==> config.mk <==
export PLATFORM = sky130hd
export DESIGN_NAME = ssi_slave_tx
export DESIGN_NICKNAME = d
export VERILOG_FILES = /design/src/rtl/ssi_pkg.sv /design/src/rtl/ssi_edge_sync.sv /design/src/rtl/ssi_monoflop.sv /design/src/rtl/ssi_shifter.sv /design/src/rtl/ssi_slave_tx.sv
export SDC_FILE = /design/constraint.sdc
export NUM_CORES = 1
export LEC_CHECK = 0
export BUFFER_PORTS_ARGS = -buffer_cell sky130_fd_sc_hd__buf_2
export CELL_PAD_IN_SITES_DETAIL_PLACEMENT = 1
export CELL_PAD_IN_SITES_GLOBAL_PLACEMENT = 1
export CORE_MARGIN = 2
export CORE_UTILIZATION = 42
export DETAILED_ROUTE_END_ITERATION = 8
export GPL_TIMING_DRIVEN = 0
export HOLD_SLACK_MARGIN = 0.12
export PLACE_DENSITY = 0.76
export REMOVE_ABC_BUFFERS = 1
export SLEW_MARGIN = 20
export SYNTH_ARGS = -nofsm -noshare
export SYNTH_HDL_FRONTEND = slang
export SYNTH_SLANG_ARGS = --single-unit
export TNS_END_PERCENT = 100
==> constraint.sdc <==
create_clock -name clk -period 4.9 [get_ports clk]
set_input_delay 0.98 -clock clk [delete_from_list [all_inputs] [get_ports clk]]
set_output_delay 0.98 -clock clk [all_outputs]
set_load 0.005 [all_outputs]
==> src/rtl/ssi_pkg.sv <==
package ssi_pkg;
  localparam int DEF_DATA_W  = 24;
  localparam int DEF_TIMEOUT = 5000; // 20 us at 250 MHz
  localparam int DEF_SYNC    = 2;

  typedef struct packed {
    logic rise;
    logic fall;
  } ssi_edge_t;
endpackage

==> src/rtl/ssi_edge_sync.sv <==
module ssi_edge_sync
  import ssi_pkg::*;
#(
  parameter int STAGES = DEF_SYNC
) (
  input  logic      clk,
  input  logic      rst_n,
  input  logic      pin,
  output ssi_edge_t edges
);
  // chain: [0..STAGES-1] synchroniser, [STAGES] previous sample
  logic [STAGES:0] chain_q;

  always_ff @(posedge clk) begin
    if (!rst_n) chain_q <= '1;
    else        chain_q <= {chain_q[STAGES-1:0], pin};
  end

  assign edges.rise =  chain_q[STAGES-1] & ~chain_q[STAGES];
  assign edges.fall = ~chain_q[STAGES-1] &  chain_q[STAGES];
endmodule

==> src/rtl/ssi_monoflop.sv <==
module ssi_monoflop #(
  parameter int TIMEOUT_CYC = 5000
) (
  input  logic clk,
  input  logic rst_n,
  input  logic kick,
  output logic active,
  output logic expire
);
  localparam int CW = (TIMEOUT_CYC > 2) ? $clog2(TIMEOUT_CYC) : 1;
  localparam logic [CW-1:0] LIMIT = CW'(TIMEOUT_CYC - 1);

  logic [CW-1:0] cnt_q;
  logic          act_q;

  assign expire = act_q && !kick && (cnt_q == LIMIT);
  assign active = act_q;

  always_ff @(posedge clk) begin
    if (!rst_n) begin
      act_q <= 1'b0;
      cnt_q <= '0;
    end else if (kick) begin
      act_q <= 1'b1;
      cnt_q <= '0;
    end else if (expire) begin
      act_q <= 1'b0;
      cnt_q <= '0;
    end else if (act_q) begin
      cnt_q <= cnt_q + 1'b1;
    end
  end
endmodule

==> src/rtl/ssi_shifter.sv <==
module ssi_shifter #(
  parameter int DATA_W = 24,
  parameter int CNT_W  = 5
) (
  input  logic              clk,
  input  logic              rst_n,
  input  logic              start,
  input  logic              step,
  input  logic              expire,
  input  logic [DATA_W-1:0] word,
  output logic              sdo,
  output logic [CNT_W-1:0]  bitcnt
);
  localparam logic [CNT_W-1:0] LAST = CNT_W'(DATA_W);

  logic [DATA_W-1:0] sh_q;

  always_ff @(posedge clk) begin
    if (!rst_n) begin
      sh_q   <= '0;
      bitcnt <= '0;
      sdo    <= 1'b1;
    end else if (expire) begin
      bitcnt <= '0;
      sdo    <= 1'b1;
    end else if (start) begin
      sh_q   <= word;
      bitcnt <= '0;
      sdo    <= 1'b1;
    end else if (step) begin
      if (bitcnt < LAST) begin
        sdo    <= sh_q[DATA_W-1];
        sh_q   <= {sh_q[DATA_W-2:0], 1'b0};
        bitcnt <= bitcnt + 1'b1;
      end else begin
        sdo    <= 1'b1; // end-of-frame pulse: no shift
      end
    end
  end
endmodule

==> src/rtl/ssi_slave_tx.sv <==
module ssi_slave_tx
  import ssi_pkg::*;
#(
  parameter int DATA_W      = DEF_DATA_W,
  parameter int TIMEOUT_CYC = DEF_TIMEOUT,
  parameter int SYNC_STAGES = DEF_SYNC
) (
  input  logic              clk,
  input  logic              rst_n,
  input  logic              ssi_clk,
  output logic              ssi_dout,
  input  logic              ld_valid,
  output logic              ld_ready,
  input  logic [DATA_W-1:0] ld_data,
  output logic              busy
);
  localparam int CNT_W = $clog2(DATA_W + 1);

  ssi_edge_t         edges;
  logic              edge_any;
  logic              mf_active;
  logic              mf_expire;
  logic [DATA_W-1:0] pend_q;
  logic              rdy_q;
  logic [CNT_W-1:0]  bitcnt;

  ssi_edge_sync #(.STAGES(SYNC_STAGES)) u_sync (
    .clk(clk), .rst_n(rst_n), .pin(ssi_clk), .edges(edges)
  );

  assign edge_any = edges.rise | edges.fall;

  ssi_monoflop #(.TIMEOUT_CYC(TIMEOUT_CYC)) u_mono (
    .clk(clk), .rst_n(rst_n), .kick(edge_any),
    .active(mf_active), .expire(mf_expire)
  );

  // host holding register, never back-pressures
  always_ff @(posedge clk) begin
    if (!rst_n) begin
      pend_q <= '0;
      rdy_q  <= 1'b0;
    end else begin
      rdy_q <= 1'b1;
      if (ld_valid && rdy_q) pend_q <= ld_data;
    end
  end

  ssi_shifter #(.DATA_W(DATA_W), .CNT_W(CNT_W)) u_shift (
    .clk(clk), .rst_n(rst_n),
    .start(edges.fall && !mf_active),
    .step(edges.rise && mf_active),
    .expire(mf_expire),
    .word(pend_q),
    .sdo(ssi_dout),
    .bitcnt(bitcnt)
  );

  assign ld_ready = rdy_q;
  assign busy     = mf_active;
endmodule

==> metrics <==
# H-tree levels 3; Post-synth ARST share 0%; crit path buf inv count 0; Synth area leader dfxtp_1; GRT Max-Usage Layer met2; ANT cells 0; pin count of the biggest net entering global routing 57; worst reg2reg startpoint u_mono.cnt_q[4]; slowest CP cell or4_1; most frequent cell after synthesis nand2_1; Max clock buf depth 2; outcome complete, no violations; CP endpoint kind flip-flop; hold_buf cts 0; cts bufs inserted 9; die area 7890 um2; clock sink count 72; Final Hold Fails 0; f_max 367 MHz; Finished Layout Cells 468; CTS tree yes; endpoints failing setup 0; top cell type's share of synthesized area 47.7%; Leakage 0.00148 uW; Overflow after GRT 0; Yosys cell types 30; final net count 399; slew margin rel. 38.1%; CP Launch Point u_mono.cnt_q[4]; Commonest cells post-synth 104 x nand2_1, 72 x dfxtp_1, 28 x nand4_1; initial antenna violation count 0; vias per cell 5.18; post-detail-place hpwl 3970 um; Arrival @ worst endpoint 2.94 ns; cell area after layout 3380 um2; Syn Area/Cell 8.56 um2; Starting Density 44.0%; Worst EP required 5.11 ns; antenna viol nets, final 0; most used cell along the critical path or4_1; later-pin clock latency in the skew report 0.35 ns; Remaining DRCs 0; GRT met2 Usage 30.4%; beginning of the worst hold path u_sync.chain_q[0]; vias in the first global route 2350; vias 2422; Die Ht 88.8 um; first-pass GRT wire length 11300 um; Mapped Cells 353; Min-Delay Path Class reg -> reg; Setup Buffers After CTS 0; placed cells 452; # IOs 31; DRT Wirelength 6550 um; Slowest Stage Delay on Critical Path 0.96 ns; Crit Path Category reg -> reg; Top FF cell, synth dfxtp_1; Die W 88.8 um; GPL Wtd Cong 0.726; placed instance area 3180 um2; setup TNS 0 ns; type of origin of the critical path flip-flop; post-synthesis sequential area ratio 47.7%; num rows 30; Max Clock Skew 0.0141 ns; Max Cap Viol 0; drt wl/cell 14.0 um; clock slew at reported path FFs 0.08 ns; Worst VDD drop 179 uV; clock root buffer clkbuf_8; Crit path max-delay family simple AND/OR/NAND/NOR gates; Slew Limit Fails 0; Post-CTS Resized 0; PortBufs 30; Synth Register Bits 72; Core ar. 6870 um2; Post-synth EDFFs 0; Tot GR Track Use 18.5%; M3 GR Usage 5.32%; RSZ-0062 raised after global routing false; Post-Syn Area 3020 um2; pwr dens 346 nW/um2; Final Cycle Share 55.6%; yosys warns 0; Critical Path Fanout Max 27; worst slew pin tran 0.928 ns; GRT met1 Usage 23.6%; First-pass DRT Iterations 4; synth top area cells dfxtp_1 48%, nand2_1 13%, o211a_1 7.6%, a21boi_0 6.2%, nand4_1 5.8%; DR iter-0 viols 99; ratio of cells with drive above 1 in the final layout 12.9%; critical-path cell list or4_1 > or4_1 > nand3_1 > nor2_1; Area Overhead vs Synth 11.8%; fin crit period 2.73 ns
[metrics by stage]
stage                     util (%)  hold WS (ns)  setup WS (ns)  power (uW)
after floorplan                  -         0.386           2.50         679
after detailed placement      46.3         0.420           2.23         716
after global placement        46.0         0.391           1.58         710
final                         49.2         0.447           2.17        1170
after CTS                     49.2         0.445           2.15        1190
after global routing          49.2         0.475           2.03        1230
[worst paths after layout]
check / to / slack (ns) / depth (start not counted)
max: u_mono.cnt_q[6] / 2.17 / 4
min: u_sync.chain_q[1] / 0.45 / 1
max reg2reg: u_mono.cnt_q[6] / 2.17 / 4
min reg2reg: u_sync.chain_q[1] / 0.45 / 1
[sequential cells by signal (all words and copies together) (netlist names)]
register,cells
ld_ready,1
u_sync.chain_q,3
u_shift.sh_q,24
u_mono.cnt_q,13
pend_q,24
u_mono.active,1
u_shift.bitcnt,5
u_shift.sdo,1
[routing by layer]
metal | share of wire, % | wire length [um] | vias to the layer above
met5 | 0 | 0 | -
met4 | 1.4 | 94 | 0
met3 | 3.5 | 230 | 8
met2 | 47 | 3080 | 37
met1 | 48 | 3140 | 1152
li1 | - | - | 1225
[power by group]
part           leakage (uW)  internal [uW]  switching, uW
Combinational      0.000796           34.2           45.5
Clock             0.0000993            248            219
Sequential         0.000587            608           13.5
[cell families after synthesis]
kind of cell	count (synthesis)	share of synthesized area, %
AOI/OAI and AO/OA	52	14.7
DFF	72	47.7
muxes	2	0.663
adders and majority gates	4	1.66
and+or+nand+nor	176	26.1
buffers and inverters	32	4.80
xor gates and xnor gates	15	4.35
[cells in the final DEF (no fill, tap or decap), types with 6 or more instances in the layout]
| cell | n |
|---|---|
| nand4_1 | 28 |
| dfxtp_1 | 72 |
| o211a_1 | 23 |
| buf_2 | 30 |
| nand3_1 | 6 |
| nor2_1 | 20 |
| a21boi_0 | 25 |
| nand2_1 | 104 |
| xnor2_1 | 8 |
| xor2_1 | 7 |
| clkbuf_8 | 10 |
[final cells by class]
type | count | area (um2)
clock inverters | 5 | 56.3
well taps | 96 | 120
clock buffers | 11 | 141
multi-input cells | 249 | 1440
inverters | 4 | 15.0
fillers | 848 | 3490
repair buffers | 31 | 165
flip-flops and latches | 72 | 1440
(Power assumes the default switching activity.)
